[src/rtl/path_switch.sv]
module path_switch #(
  parameter int PORTS = 4,
  parameter logic [15:0] ID_CODE = 16'h5A17,
  parameter logic [231:0] ID_NAME = {"PKTSWITCH", {20{8'h00}}}
) (
  input  logic               clk,
  input  logic               rst,
  input  logic [7:0]         up_in_tdata,
  input  logic               up_in_tvalid,
  output logic               up_in_tready,
  input  logic               up_in_tlast,
  output logic [7:0]         up_out_tdata,
  output logic               up_out_tvalid,
  input  logic               up_out_tready,
  output logic               up_out_tlast,
  input  logic [8*PORTS-1:0] dn_in_tdata,
  input  logic [PORTS-1:0]   dn_in_tvalid,
  output logic [PORTS-1:0]   dn_in_tready,
  input  logic [PORTS-1:0]   dn_in_tlast,
  output logic [8*PORTS-1:0] dn_out_tdata,
  output logic [PORTS-1:0]   dn_out_tvalid,
  input  logic [PORTS-1:0]   dn_out_tready,
  output logic [PORTS-1:0]   dn_out_tlast
);
  localparam int NSRC = PORTS + 1;
  localparam int SW = $clog2(NSRC);
  localparam int PW = (PORTS > 1) ? $clog2(PORTS) : 1;
  localparam int IDLAST = 33;

  typedef enum logic [2:0] {D_LEN, D_HOP, D_FWD, D_TYPE, D_SKIP} dstate_t;
  typedef enum logic [2:0] {U_IDLE, U_LEN, U_IDX, U_BODY, U_SKIP, U_ID} ustate_t;

  // downward path
  dstate_t ds;
  logic [3:0] dlen;
  logic [PW-1:0] dsel;
  logic [7:0] dd;
  logic dv, dl, idreq, id_pend;
  logic dfree, dfire, id_set;

  assign dfree = !dv || dn_out_tready[dsel];
  assign up_in_tready = (ds == D_HOP || ds == D_FWD) ? dfree : 1'b1;
  assign dfire = up_in_tvalid && up_in_tready;
  assign id_set = dfire && up_in_tlast &&
                  ((ds == D_TYPE && up_in_tdata == 8'hFE) || (ds == D_SKIP && idreq));
  assign dn_out_tvalid = dv ? (PORTS'(1) << dsel) : '0;
  assign dn_out_tdata = {PORTS{dd}};
  assign dn_out_tlast = {PORTS{dl}};

  always_ff @(posedge clk) begin
    if (rst) begin
      ds <= D_LEN;
      dv <= 1'b0;
      dl <= 1'b0;
      dd <= '0;
      dsel <= '0;
      dlen <= '0;
      idreq <= 1'b0;
    end else begin
      if (dv && dn_out_tready[dsel]) dv <= 1'b0;
      if (dfire) begin
        case (ds)
          D_LEN: begin
            dlen <= up_in_tdata[3:0];
            idreq <= 1'b0;
            if (up_in_tlast) ds <= D_LEN;
            else ds <= (up_in_tdata[3:0] == 4'd0) ? D_TYPE : D_HOP;
          end
          D_HOP: begin
            idreq <= 1'b0;
            if (up_in_tdata < 8'(PORTS)) begin
              dsel <= up_in_tdata[PW-1:0];
              dd <= {4'h0, dlen - 4'd1};
              dl <= up_in_tlast;
              dv <= 1'b1;
              ds <= up_in_tlast ? D_LEN : D_FWD;
            end else begin
              ds <= up_in_tlast ? D_LEN : D_SKIP;
            end
          end
          D_FWD: begin
            dd <= up_in_tdata;
            dl <= up_in_tlast;
            dv <= 1'b1;
            if (up_in_tlast) ds <= D_LEN;
          end
          D_TYPE: begin
            idreq <= (up_in_tdata == 8'hFE);
            ds <= up_in_tlast ? D_LEN : D_SKIP;
          end
          default: if (up_in_tlast) ds <= D_LEN;
        endcase
      end
    end
  end

  // upward path
  ustate_t us;
  logic [SW-1:0] g, ptr, pick, nxt;
  logic [PW-1:0] gp;
  logic [5:0] cnt;
  logic [7:0] ud, gd, idb;
  logic uv, ul, ufree, gv, gl, rd, take, found;
  logic [NSRC-1:0] req;

  assign req = {id_pend, dn_in_tvalid};
  assign ufree = !uv || up_out_tready;
  assign gp = (g < SW'(PORTS)) ? PW'(g) : '0;
  assign gv = dn_in_tvalid[gp];
  assign gl = dn_in_tlast[gp];
  assign gd = dn_in_tdata[gp*8 +: 8];
  assign rd = ((us == U_LEN || us == U_BODY) && ufree) || us == U_SKIP;
  assign take = rd && gv;
  assign dn_in_tready = rd ? (PORTS'(1) << gp) : '0;
  assign nxt = (g == SW'(PORTS)) ? '0 : g + 1'b1;
  assign up_out_tdata = ud;
  assign up_out_tvalid = uv;
  assign up_out_tlast = ul;

  always_comb begin
    int idx;
    pick = ptr;
    found = 1'b0;
    for (int i = 0; i < NSRC; i++) begin
      idx = (int'(ptr) + i) % NSRC;
      if (!found && req[idx]) begin
        found = 1'b1;
        pick = SW'(idx);
      end
    end
  end

  always_comb begin
    if (cnt == 6'd0) idb = 8'h00;
    else if (cnt == 6'd1) idb = 8'hFF;
    else if (cnt == 6'd2) idb = ID_CODE[15:8];
    else if (cnt == 6'd3) idb = ID_CODE[7:0];
    else if (cnt == 6'd4) idb = 8'(PORTS);
    else idb = ID_NAME[8*(IDLAST - int'(cnt)) +: 8];
  end

  always_ff @(posedge clk) begin
    if (rst) begin
      us <= U_IDLE;
      g <= '0;
      ptr <= '0;
      cnt <= '0;
      uv <= 1'b0;
      ul <= 1'b0;
      ud <= '0;
      id_pend <= 1'b0;
    end else begin
      if (uv && up_out_tready) uv <= 1'b0;
      case (us)
        U_IDLE: if (found) begin
          g <= pick;
          cnt <= '0;
          us <= (pick == SW'(PORTS)) ? U_ID : U_LEN;
          if (pick == SW'(PORTS)) id_pend <= 1'b0;
        end
        U_LEN: if (take) begin
          if (gd[3:0] == 4'hF || gl) begin
            us <= gl ? U_IDLE : U_SKIP;
            if (gl) ptr <= nxt;
          end else begin
            ud <= {4'h0, gd[3:0] + 4'd1};
            ul <= 1'b0;
            uv <= 1'b1;
            us <= U_IDX;
          end
        end
        U_IDX: if (ufree) begin
          ud <= 8'(g);
          ul <= 1'b0;
          uv <= 1'b1;
          us <= U_BODY;
        end
        U_BODY: if (take) begin
          ud <= gd;
          ul <= gl;
          uv <= 1'b1;
          if (gl) begin
            us <= U_IDLE;
            ptr <= nxt;
          end
        end
        U_SKIP: if (take && gl) begin
          us <= U_IDLE;
          ptr <= nxt;
        end
        default: if (ufree) begin
          ud <= idb;
          ul <= (cnt == 6'(IDLAST));
          uv <= 1'b1;
          cnt <= cnt + 6'd1;
          if (cnt == 6'(IDLAST)) begin
            us <= U_IDLE;
            ptr <= nxt;
          end
        end
      endcase
      if (id_set) id_pend <= 1'b1;
    end
  end

  assert_up_hold_R7: assert property (@(posedge clk) disable iff (rst)
    up_out_tvalid && !up_out_tready |=>
      up_out_tvalid && $stable(up_out_tdata) && $stable(up_out_tlast));
  assert_dn_hold_R7: assert property (@(posedge clk) disable iff (rst)
    (dn_out_tvalid & ~dn_out_tready) != '0 |=>
      $stable(dn_out_tvalid) && $stable(dn_out_tdata) && $stable(dn_out_tlast));
  assert_dn_onehot_R9: assert property (@(posedge clk) disable iff (rst)
    $onehot0(dn_out_tvalid));
  assert_grant_onehot_R9: assert property (@(posedge clk) disable iff (rst)
    $onehot0(dn_in_tready));
  assert_grant_held_R6: assert property (@(posedge clk) disable iff (rst)
    us == U_BODY && !(take && gl) |=> us == U_BODY && $stable(g));
  assert_id_len_R5: assert property (@(posedge clk) disable iff (rst)
    us == U_ID |-> cnt <= 6'(IDLAST));
endmodule

[config.mk]
export PLATFORM = sky130hd
export DESIGN_NAME = path_switch
export DESIGN_NICKNAME = d
export VERILOG_FILES = /design/src/rtl/path_switch.sv
export SDC_FILE = /design/constraint.sdc
export NUM_CORES = 1
export LEC_CHECK = 0
export BUFFER_PORTS_ARGS = -buffer_cell sky130_fd_sc_hd__buf_2
export CAP_MARGIN = 40
export CELL_PAD_IN_SITES_DETAIL_PLACEMENT = 2
export CELL_PAD_IN_SITES_GLOBAL_PLACEMENT = 2
export CORE_UTILIZATION = 31
export CTS_CLUSTER_DIAMETER = 200
export DETAILED_ROUTE_END_ITERATION = 8
export GPL_ROUTABILITY_DRIVEN = 0
export PLACE_DENSITY_LB_ADDON = 0.12
export SYNTH_ARGS = -nofsm -noshare
export SYNTH_HDL_FRONTEND = slang
export SYNTH_SLANG_ARGS = --single-unit
[constraint.sdc]
create_clock -name clk -period 6.1 [get_ports clk]
set_clock_uncertainty 0.15 [all_clocks]
set_input_delay 0 -clock clk [delete_from_list [all_inputs] [get_ports clk]]
set_output_delay 0 -clock clk [all_outputs]
set_load 0.01 [all_outputs]
==> tab_implementation.tex, run 1 <==
\begin{tabular}{lr}
\hline
Metric & Value \\
\hline
\multicolumn{2}{l}{\textbf{Logic synthesis}} \\
\quad Flop and latch count out of synthesis & 46 \\
\quad Cell type contributing the most total cell area after synthesis & dfxtp\_1 \\
\quad Share of the synthesized area in the top cell type & 0.180 \\
\quad Number of flops mapped to enable cells by yosys & 0 \\
\quad Mapped Nets & 770 \\
\quad Top post-synthesis cells by count & nand2\_1, nor2\_1, a21oi\_1 \\
\quad Synth Cell Area & 5110 um2 \\
\quad Netlist cell types & 86 \\
\quad Cell count after synthesis & 688 \\
\quad Top-count cell post-synth & nand2\_1 \\
\quad Top cells by area, synth & dfxtp\_1, ha\_1, mux2i\_1, nand2\_1, a21oi\_1 \\
\quad Portion of the post-synthesis area used by sequential elements & 0.180 \\
\quad Number of warnings printed during yosys synthesis & 0 \\
\quad Most used flip-flop cell after synthesis & dfxtp\_1 \\
\quad Syn\_area\_per\_cell & 7.43 um2 \\
\quad Async S/R FF share, synth & 0 \\
\multicolumn{2}{l}{\textbf{Clock tree}} \\
\quad Number of hold-repair buffers added at the cts stage & 12 \\
\quad Number of buffers added for setup after CTS & 0 \\
\quad Root Buffer & clkbuf\_16 \\
\quad Reg clk slew, reported paths & 0.07 ns \\
\quad Deepest clock path buffer count & 2 \\
\quad Clock tree from TritonCTS & built \\
\quad CTS resizes & 0 \\
\quad Number of clock buffers inserted by TritonCTS & 5 \\
\quad Clk sink count & 46 \\
\quad H-tree depth & 2 \\
\quad Clock insertion delay at the later pin of the skew report & 0.30 ns \\
\multicolumn{2}{l}{\textbf{Worst setup path}} \\
\quad Crit path largest cell delay & 0.56 ns \\
\quad CP cell instances & inv\_1 -> ha\_1 -> inv\_1 -> ha\_1 -> inv\_1 -> ha\_1 -> inv\_1 -> ha\_1 -> nor2b\_1 -> o2111ai\_1 -> and3\_1 -> a2111o\_1 -> nand4\_1 -> nand4\_4 -> nor3b\_4 -> mux2i\_1 -> o22ai\_1 \\
\quad Category of the most critical setup path & register to register \\
\quad Type of element capturing the critical path & register \\
\quad Cell with the largest stage delay on the worst path & dfxtp\_1 \\
\quad Max FO, Critical Path & 10 \\
\quad Category of the worst setup path launch point & register \\
\quad Worst EP required & 6.10 ns \\
\quad Crit path arrival time & 4.51 ns \\
\multicolumn{2}{l}{\textbf{Global route}} \\
\quad First-pass GRT wire length & 29200 um \\
\quad Maximum number of pins on one net before global-route repair & 45 \\
\quad Global-route usage over all layers & 0.217 \\
\quad Via count of the first global-routing pass & 5690 \\
\quad Initial antenna violation count & 0 \\
\quad Global route overflow & 0 \\
\multicolumn{2}{l}{\textbf{Timing}} \\
\quad Worst hold margin & 0.0291 ns \\
\quad Finish-stage setup viols & 0 \\
\quad Setup repair after global routing missed its margin & no \\
\quad Fmax & 0.221 GHz \\
\quad Post-route clock period utilization & 0.740 \\
\quad Setup TNS & 0 ns \\
\quad Worst-case headroom to the max-slew limit & 0.427 \\
\quad Min Clock Period, post-route & 4.52 ns \\
\quad Smallest setup slack after layout & 1.58 ns \\
\quad Final hold violation count & 0 \\
\quad Worst slew pin tran & 0.859 ns \\
\quad Pins over their slew limit & 0 \\
\multicolumn{2}{l}{\textbf{Floorplanning}} \\
\quad Starting Density & 0.320 \\
\quad Y dimension of the die & 130 um \\
\quad Number of placement rows & 46 \\
\quad Floorplan die area & 17000 um2 \\
\quad Floorplan Core Area & 16000 um2 \\
\quad Die extent in x & 130 um \\
\quad Count of boundary I/O pins & 112 \\
\multicolumn{2}{l}{\textbf{Cells and area}} \\
\quad Area growth from synthesis to layout & 14.0\% \\
\quad Diodes inserted & 0 \\
\quad Final instance count without filler cells & 973 \\
\quad Fraction of layout instances using a drive strength above 1 & 0.222 \\
\quad Nets@finish & 838 \\
\multicolumn{2}{l}{\textbf{Placed design}} \\
\quad Post-placement cell count & 953 \\
\quad Total of buffers placed on input and output ports & 111 \\
\quad DP Worst Slack & 1.61 ns \\
\quad DP HPWL & 14200 um \\
\multicolumn{2}{l}{\textbf{Power}} \\
\quad Overall power after layout & 1.58 mW \\
\quad Power per unit of standard cell area & 270 nW/um2 \\
\quad Max VDD drop & 119 uV \\
\quad Leak pwr & 2.37 nW \\
\multicolumn{2}{l}{\textbf{Drt}} \\
\quad Violation count after the first detailed-routing iteration & 206 \\
\quad Average vias per placed instance & 5.61 \\
\quad Number of remaining DRC errors & 0 \\
\quad Sum of routed wire length over all layers & 18400 um \\
\quad Number of optimization iterations in the first detailed-route pass & 4 \\
\quad Post-route antenna net violation count & 0 \\
\quad Via count & 5454 \\
\quad DR WL/cell & 18.9 um \\
\multicolumn{2}{l}{\textbf{Run status}} \\
\quad Run status & finished, final reports clean \\
\multicolumn{2}{l}{\textbf{Worst hold path}} \\
\quad Kind of path behind the tightest hold check & primary input to register \\
\multicolumn{2}{l}{\textbf{Job}} \\
\quad Number of max-capacitance violations reported & 0 \\
\hline
\end{tabular}
-- worst max-delay path: cells and delay by family, from the launching register on --
| kind | cells | cell delay, ns |
|---|---|---|
| AND/OR/NAND/NOR | 5 | 1.09 |
| flip-flops | 1 | 0.56 |
| buffers and inverters | 4 | 0.50 |
| multiplexers | 1 | 0.34 |
| AO/OA/AOI/OAI | 3 | 0.65 |
| adder cells (fa/ha/maj) | 4 | 1.07 |
-- state kept, by name, summed over array words and instances (netlist names) --
signal and flops:
dsel 2, dv 1, idreq 1, cnt 6, up_out_tlast 1, ptr 3
up_out_tvalid 1, up_out_tdata 8, dd 8, dlen 4, dl 1, g 3
id_pend 1, us 3, ds 3
-- power by group --
group          switching [mW]  internal [mW]  total (mW)
clock network           0.129          0.163       0.292
logic                   0.540          0.338       0.878
registers              0.0609          0.346       0.407
-- area by class of cell --
type	instances	area (um2)
timing repair buffer	133	751
sequential	46	921
multi-input combinational	539	3620
fill	1926	10200
clock inverter	2	12.5
inverter	31	116
tap	216	270
clock buffer	6	139
-- cell families after synthesis --
family / after synthesis / synth area share
flip-flops: 46 / 0.180
AND/OR/NAND/NOR: 256 / 0.258
buffers and inverters: 103 / 0.112
multiplexers: 37 / 0.0810
AO/OA/AOI/OAI: 203 / 0.277
XOR/XNOR: 18 / 0.0308
adder cells (fa/ha/maj): 25 / 0.0612
-- final timing paths --
path	end	cells past startpoint	slack (ns)	startpoint
min reg2reg	dd[2]	2	0.34	dd[2]
max reg2reg	us[2]	17	1.58	ptr[1]
min	up_out_tdata[7]	5	0.03	dn_in_tdata[7]
max	us[2]	17	1.58	ptr[1]
-- routing by layer --
layer	vias up	GRT usage	routed length, um
met5	-	0	0
met4	0	0.0473	216
met3	15	0.0236	499
met2	83	0.386	8890
met1	2738	0.280	8760
li1	2618	-	-
-- placed cells by master, fill, tap and decap left out, drive strengths merged, types with 12 or more instances in the layout --
cell type and n:
a22oi 15, dfxtp 46, buf 121, nand3 20
inv 29, nor2 59, nor3 20, nand2 70
mux2i 29, a21oi 50, ha 25, dlygate4sd3 12
xnor2 13, o21ai 37, nor2b 12
-- stage by stage --
step / cell area [um2] / utilization
2_1_floorplan: 5110 / -
3_3_place_gp: 5560 / 0.347
3_5_place_dp: 5560 / 0.347
4_1_cts: 5830 / 0.364
5_1_grt: 5830 / 0.364
6_report: 5830 / 0.364
No activity file was read; power rests on OpenSTA's default activity.
==> run 2, diff against run 1 <==
--- a/config.mk
+++ b/config.mk
@@ -5,11 +5,12 @@
 export SDC_FILE = /design/constraint.sdc
 export NUM_CORES = 1
 export LEC_CHECK = 0
+export ABC_AREA = 1
 export BUFFER_PORTS_ARGS = -buffer_cell sky130_fd_sc_hd__buf_2
 export CAP_MARGIN = 40
 export CELL_PAD_IN_SITES_DETAIL_PLACEMENT = 2
 export CELL_PAD_IN_SITES_GLOBAL_PLACEMENT = 2
-export CORE_UTILIZATION = 31
+export CORE_UTILIZATION = 29
 export CTS_CLUSTER_DIAMETER = 200
 export DETAILED_ROUTE_END_ITERATION = 8
 export GPL_ROUTABILITY_DRIVEN = 0
==> constraint.sdc (replaced) <==
create_clock -name clk -period 4.7 [get_ports clk]
set_clock_uncertainty 0.15 [all_clocks]
set_input_delay 0 -clock clk [delete_from_list [all_inputs] [get_ports clk]]
set_output_delay 0 -clock clk [all_outputs]
set_load 0.01 [all_outputs]
==> run 2 against run 1 <==
Effect of this change: sequential cell count is the same; core utilization fell by 1.2 points; combinational power rose to 3.0 times the previous value; via count shrank 4.3%; clock power grew 22%; die area shrank 3.7%; fmax up 14%; sequential share of layout area rose by 1.2 points; critical path depth increased by 11; register-to-register slack lost 0.86 ns; total power up 130%; largest power group unchanged.
==> tab_implementation.tex, run 2 <==
\begin{tabular}{lr}
\hline
Metric & Value \\
\hline
\multicolumn{2}{l}{\textbf{Logic synthesis}} \\
\quad Flop and latch count out of synthesis & 46 \\
\quad Most used flip-flop cell after synthesis & dfxtp\_1 \\
\quad Cell type contributing the most total cell area after synthesis & dfxtp\_1 \\
\quad Cell count after synthesis & 719 \\
\quad Synth Cell Area & 4600 um2 \\
\quad Number of warnings printed during yosys synthesis & 0 \\
\quad Netlist cell types & 48 \\
\quad Number of flops mapped to enable cells by yosys & 0 \\
\quad Syn\_area\_per\_cell & 6.40 um2 \\
\quad Mapped Nets & 801 \\
\quad Share of the synthesized area in the top cell type & 0.200 \\
\quad Portion of the post-synthesis area used by sequential elements & 0.200 \\
\quad Async S/R FF share, synth & 0 \\
\quad Top-count cell post-synth & nand2\_1 \\
\quad Top cells by area, synth & dfxtp\_1, nand2\_1, ha\_1, inv\_1, nor2\_1 \\
\quad Top post-synthesis cells by count & nand2\_1, inv\_1, nor2\_1 \\
\multicolumn{2}{l}{\textbf{Worst setup path}} \\
\quad Cells on worst reg2reg path & 28 \\
\quad Max FO, Critical Path & 8 \\
\quad Register-to-register setup slack & 0.72 ns \\
\quad Critical Path Most Common Cell & nand2\_2 \\
\quad Crit path largest cell delay & 0.39 ns \\
\quad R2R Path End & cnt[4] \\
\quad Type of element capturing the critical path & register \\
\quad Worst reg2reg path startpoint & ptr[1] \\
\quad Worst EP required & 4.73 ns \\
\quad Crit path arrival time & 4.01 ns \\
\quad Category of the most critical setup path & register to register \\
\quad Category of the worst setup path launch point & register \\
\quad Cell with the largest stage delay on the worst path & dfxtp\_1 \\
\multicolumn{2}{l}{\textbf{Drt}} \\
\quad Number of optimization iterations in the first detailed-route pass & 4 \\
\quad Via count & 5218 \\
\quad Sum of routed wire length over all layers & 17800 um \\
\quad Number of remaining DRC errors & 0 \\
\quad Average vias per placed instance & 5.10 \\
\quad DR WL/cell & 17.4 um \\
\quad Post-route antenna net violation count & 0 \\
\quad Violation count after the first detailed-routing iteration & 111 \\
\multicolumn{2}{l}{\textbf{Floorplanning}} \\
\quad Y dimension of the die & 128 um \\
\quad Die extent in x & 128 um \\
\quad Count of boundary I/O pins & 112 \\
\quad Floorplan die area & 16400 um2 \\
\quad Starting Density & 0.299 \\
\quad Number of placement rows & 45 \\
\quad Floorplan Core Area & 15400 um2 \\
\multicolumn{2}{l}{\textbf{Worst hold path}} \\
\quad Kind of path behind the tightest hold check & primary input to register \\
\quad Origin of the worst min-delay path & rst \\
\quad Worst Hold Path EP & us[2] \\
\quad Hold-critical path depth & 2 \\
\multicolumn{2}{l}{\textbf{Timing}} \\
\quad Setup repair after global routing missed its margin & no \\
\quad Min Clock Period, post-route & 3.98 ns \\
\quad Setup TNS & 0 ns \\
\quad Finish-stage setup viols & 0 \\
\quad Worst hold margin & 0.00796 ns \\
\quad Pins over their slew limit & 0 \\
\quad Post-route clock period utilization & 0.847 \\
\quad Fmax & 0.251 GHz \\
\quad Worst slew pin tran & 0.838 ns \\
\quad Final hold violation count & 0 \\
\quad Smallest setup slack after layout & 0.721 ns \\
\quad Worst-case headroom to the max-slew limit & 0.441 \\
\multicolumn{2}{l}{\textbf{Global route}} \\
\quad Global route overflow & 0 \\
\quad Via count of the first global-routing pass & 5621 \\
\quad First-pass GRT wire length & 28700 um \\
\quad Initial antenna violation count & 0 \\
\quad Global-route usage over all layers & 0.221 \\
\quad Maximum number of pins on one net before global-route repair & 26 \\
\multicolumn{2}{l}{\textbf{Power}} \\
\quad Relative contribution of the clock network to total power & 0.100 \\
\quad Cell internal power dissipation & 1.47 mW \\
\quad Leak pwr & 2.55 nW \\
\quad Net switching share of the total power & 0.586 \\
\quad Max VDD drop & 238 uV \\
\quad Power per unit of standard cell area & 658 nW/um2 \\
\quad Net load switching power & 2.09 mW \\
\quad Relative contribution of sequential cells to total power & 0.149 \\
\quad Fraction of power consumed by combinational cells & 0.751 \\
\multicolumn{2}{l}{\textbf{Clock tree}} \\
\quad Root Buffer & clkbuf\_16 \\
\quad Deepest clock path buffer count & 2 \\
\quad Clock insertion delay at the later pin of the skew report & 0.29 ns \\
\quad Reg clk slew, reported paths & 0.07 ns \\
\quad H-tree depth & 2 \\
\quad Number of clock buffers inserted by TritonCTS & 5 \\
\quad Clock tree from TritonCTS & built \\
\quad Number of buffers added for setup after CTS & 0 \\
\quad Clk sink count & 46 \\
\quad Number of hold-repair buffers added at the cts stage & 10 \\
\quad CTS resizes & 0 \\
\multicolumn{2}{l}{\textbf{Cells and area}} \\
\quad Commonest non-fill, non-tap cells in the layout & nand2\_1, buf\_2, inv\_1 \\
\quad Fillers & 1935 \\
\quad Most common library cell in the layout ignoring fill and taps & nand2\_1 \\
\quad Fraction of layout instances using a drive strength above 1 & 0.239 \\
\quad Nets@finish & 894 \\
\quad Diodes inserted & 0 \\
\quad Area growth from synthesis to layout & 17.6\% \\
\multicolumn{2}{l}{\textbf{Placed design}} \\
\quad DP HPWL & 14300 um \\
\quad DP Worst Slack & 0.704 ns \\
\quad Total of buffers placed on input and output ports & 111 \\
\multicolumn{2}{l}{\textbf{Run status}} \\
\quad Run status & finished, final reports clean \\
\multicolumn{2}{l}{\textbf{Job}} \\
\quad Number of max-capacitance violations reported & 0 \\
\hline
\end{tabular}
-- run 2: cell types whose count changed after synthesis, sizes merged, moves of 10 or more --
cell | previous run | this run
nand2 | 70 | 153
nand2b | 11 | 0
nor2 | 59 | 79
clkbuf | 31 | 7
nand4 | 11 | 21
inv | 29 | 98
o21ai | 37 | 60
mux2i | 29 | 0
nor2b | 12 | 0
nand3 | 20 | 58
-- run 2: critical path: cells and delay by family (launching register included) --
| family | cells | cell delay [ns] |
|---|---|---|
| buffers and inverters | 5 | 0.54 |
| AND/OR/NAND/NOR | 20 | 1.98 |
| flip-flops | 1 | 0.39 |
| adder cells (fa/ha/maj) | 3 | 0.80 |
-- run 2: cell families (layout without fill, tap and decap cells) --
logic type | count (synthesis) | count (layout) | synth area share
compound gates | 154 | 154 | 0.196
buf+inv | 136 | 229 | 0.138
xor+xnor | 9 | 9 | 0.0188
fa+ha+maj | 25 | 25 | 0.0680
flops | 46 | 46 | 0.200
simple gates | 349 | 349 | 0.379
-- run 2: layout make-up --
type                            instances  area [um2]  share of cell area
Clock buffer                            6         129              0.0238
Clock inverter                          1        7.51             0.00139
Inverter                               99         375              0.0693
Multi-Input combinational cell        537        3050               0.563
Sequential cell                        46         921               0.170
Tap cell                              211         264              0.0488
Timing Repair Buffer                  123         671               0.124
-- run 2: per-stage QoR --
step / instances / util / power [mW] / cell area [um2]
after floorplan: 719 / - / 2.53 / 4600
after global routing: 1023 / 0.352 / 3.92 / 5410
after global placement: 1006 / 0.337 / 3.07 / 5180
final: 1023 / 0.352 / 3.56 / 5410
after detailed placement: 1006 / 0.337 / 3.21 / 5180
after CTS: 1023 / 0.352 / 3.60 / 5410
-- run 2: per-layer routing --
| metal | track usage | share of wire | wire [um] |
|---|---|---|---|
| met2 | 0.406 | 0.50 | 8950 |
| met4 | 0.0471 | 0.013 | 237 |
| met5 | 0 | 0 | 0 |
| met1 | 0.273 | 0.46 | 8090 |
| met3 | 0.0275 | 0.027 | 475 |
-- run 2: worst max path at each step --
stage	start	depth (start not counted)	slack (ns)	endpoint
4_1_cts	ptr[1]	28	0.68	cnt[4]
3_5_place_dp	ptr[1]	28	0.70	cnt[4]
3_3_place_gp	ptr[1]	27	1.01	cnt[4]
5_1_grt	ptr[1]	28	0.26	cnt[4]
6_report	ptr[1]	28	0.72	cnt[4]
2_1_floorplan	ptr[0]	28	1.27	cnt[4]
-- run 2: power by group through the flow --
stage	logic (mW)	clock network [mW]	registers, mW
global placement	2.54	0	0.534
detailed placement	2.67	0	0.539
finish	2.67	0.355	0.530
floorplan	2.00	0	0.538
global route	3.00	0.377	0.541
CTS	2.70	0.364	0.532
==> run 3, diff against run 2 <==
==> constraint.sdc (replaced) <==
create_clock -name clk -period 4.1 [get_ports clk]
set_clock_uncertainty 0.15 [all_clocks]
set_input_delay 0 -clock clk [delete_from_list [all_inputs] [get_ports clk]]
set_output_delay 0 -clock clk [all_outputs]
set_load 0.01 [all_outputs]
==> run 3 against run 2 <==
Effect of this change: core utilization up 0.76 points; cell count grew 1.1%; sequential cell count unchanged; largest cell class unchanged; largest power group unchanged.
==> tab_implementation.tex, run 3 (synthesized netlist as in run 2, its figures left out) <==
\begin{tabular}{lr}
\hline
Metric & Value \\
\hline
\multicolumn{2}{l}{\textbf{Power}} \\
\quad Leak pwr & 2.60 nW \\
\quad Power per unit of standard cell area & 746 nW/um2 \\
\quad Max VDD drop & 231 uV \\
\quad Overall power after layout & 4.13 mW \\
\multicolumn{2}{l}{\textbf{Global route}} \\
\quad First-pass GRT wire length & 27900 um \\
\quad Maximum number of pins on one net before global-route repair & 26 \\
\quad Global route overflow & 0 \\
\quad Global-route usage over all layers & 0.212 \\
\quad Initial antenna violation count & 0 \\
\quad Via count of the first global-routing pass & 5554 \\
\multicolumn{2}{l}{\textbf{Cells and area}} \\
\quad Fraction of layout instances using a drive strength above 1 & 0.254 \\
\quad Finished layout cell area & 5530 um2 \\
\quad Sequential Area & 925 um2 \\
\quad Commonest non-fill, non-tap cells in the layout & nand2\_1, buf\_2, inv\_1 \\
\quad Nets@finish & 904 \\
\quad Post-Route Utilization & 0.360 \\
\quad Diodes inserted & 0 \\
\quad Area of the multi-input gates & 3060 um2 \\
\quad Most common library cell in the layout ignoring fill and taps & nand2\_1 \\
\quad Area growth from synthesis to layout & 20.2\% \\
\quad Fillers & 1931 \\
\multicolumn{2}{l}{\textbf{Floorplanning}} \\
\quad Y dimension of the die & 128 um \\
\quad Number of placement rows & 45 \\
\quad Starting Density & 0.299 \\
\quad Floorplan Core Area & 15400 um2 \\
\quad Floorplan die area & 16400 um2 \\
\quad Die extent in x & 128 um \\
\quad Count of boundary I/O pins & 112 \\
\multicolumn{2}{l}{\textbf{Clock tree}} \\
\quad Root Buffer & clkbuf\_16 \\
\quad Number of clock buffers inserted by TritonCTS & 5 \\
\quad Deepest clock path buffer count & 2 \\
\quad Clock tree from TritonCTS & built \\
\quad H-tree depth & 2 \\
\quad Reg clk slew, reported paths & 0.07 ns \\
\quad Clk sink count & 46 \\
\quad Clock insertion delay at the later pin of the skew report & 0.29 ns \\
\multicolumn{2}{l}{\textbf{Timing}} \\
\quad Finish-stage setup viols & 0 \\
\quad Min Clock Period, post-route & 3.80 ns \\
\quad Worst hold margin & 0.0111 ns \\
\quad Worst slew pin tran & 0.893 ns \\
\quad Pins over their slew limit & 0 \\
\quad Worst-case headroom to the max-slew limit & 0.405 \\
\quad Final hold violation count & 0 \\
\quad Fmax & 0.263 GHz \\
\quad Setup TNS & 0 ns \\
\quad Post-route clock period utilization & 0.926 \\
\multicolumn{2}{l}{\textbf{Worst setup path}} \\
\quad Worst reg2reg path startpoint & ptr[1] \\
\quad Crit path arrival time & 3.86 ns \\
\quad Category of the most critical setup path & register to register \\
\quad Type of element capturing the critical path & register \\
\quad Worst EP required & 4.16 ns \\
\quad Cell with the largest stage delay on the worst path & dfxtp\_4 \\
\quad Category of the worst setup path launch point & register \\
\quad Critical Path Start & ptr[1] \\
\quad Crit path largest cell delay & 0.40 ns \\
\quad Max FO, Critical Path & 7 \\
\quad Critical Path Most Common Cell & nand2\_2 \\
\multicolumn{2}{l}{\textbf{Job}} \\
\quad Number of max-capacitance violations reported & 0 \\
\multicolumn{2}{l}{\textbf{Run status}} \\
\quad Run status & finished, final reports clean \\
\multicolumn{2}{l}{\textbf{Placed design}} \\
\quad Area of placed instances & 5180 um2 \\
\quad DP HPWL & 13800 um \\
\quad Total of buffers placed on input and output ports & 111 \\
\multicolumn{2}{l}{\textbf{Drt}} \\
\quad Sum of routed wire length over all layers & 17200 um \\
\quad Violation count after the first detailed-routing iteration & 136 \\
\quad Number of optimization iterations in the first detailed-route pass & 4 \\
\quad Average vias per placed instance & 5.03 \\
\quad DR WL/cell & 16.6 um \\
\quad Number of remaining DRC errors & 0 \\
\quad Via count & 5196 \\
\quad Post-route antenna net violation count & 0 \\
\multicolumn{2}{l}{\textbf{Worst hold path}} \\
\quad Kind of path behind the tightest hold check & primary input to register \\
\quad Origin of the worst min-delay path & dn\_out\_tready[0] \\
\hline
\end{tabular}
run 3: cell types whose count changed in the layout (fill, tap and decap cells not counted), sizes merged:
| cell | change |
|---|---|
| buf | +8 |
| clkbuf | -1 |
| clkinvlp | +2 |
| dlygate4sd3 | +2 |
run 3: area by class of cell:
cell class / count / area share
Sequential cell: 46 / 0.167
Tap cell: 211 / 0.0477
Clock inverter: 3 / 0.00430
Multi-Input combinational cell: 537 / 0.553
Inverter: 99 / 0.0690
Timing Repair Buffer: 133 / 0.136
Clock buffer: 5 / 0.0226
run 3: path summary, 6_finish.rpt:
kind             end  slack, ns  depth (start not counted)
max           cnt[5]       0.30                         26
min               dv       0.01                          5
max reg2reg   cnt[5]       0.30                         26
min reg2reg  dlen[3]       0.34                          2
run 3: per-layer routing:
metal | up-vias | routed length [um] | GRT usage
met1 | 2519 | 7880 | 0.261
met5 | - | 0 | 0
li1 | 2606 | - | -
met3 | 6 | 324 | 0.0192
met2 | 65 | 8880 | 0.402
met4 | 0 | 130 | 0.0325
run 3: metrics by stage:
stage | instances | worst slack (ns)
floorplan | 719 | 0.674
global placement | 1007 | 0.420
detailed placement | 1007 | 0.132
CTS | 1027 | 0.110
global route | 1034 | -0.0402
finish | 1034 | 0.303
run 3: timing repair:
action / in CTS / in global routing
setup buffers: 0 / 7
setup endpoints to repair: 0 / 12
endpoints found under the hold margin: 19 / 0
resized for setup: 0 / 8
hold buffers: 12 / 0
run 3: report_power, final:
part	switching, mW	internal, mW
Clock	0.194	0.229
Combinational	2.11	0.981
Sequential	0.0800	0.533
run 3: critical path: cells and delay by family, from the launching register on:
kind	cells	cell delay, ns
fa+ha+maj	4	0.97
compound gates	1	0.19
simple gates	15	1.49
flops	1	0.40
buf+inv	6	0.51
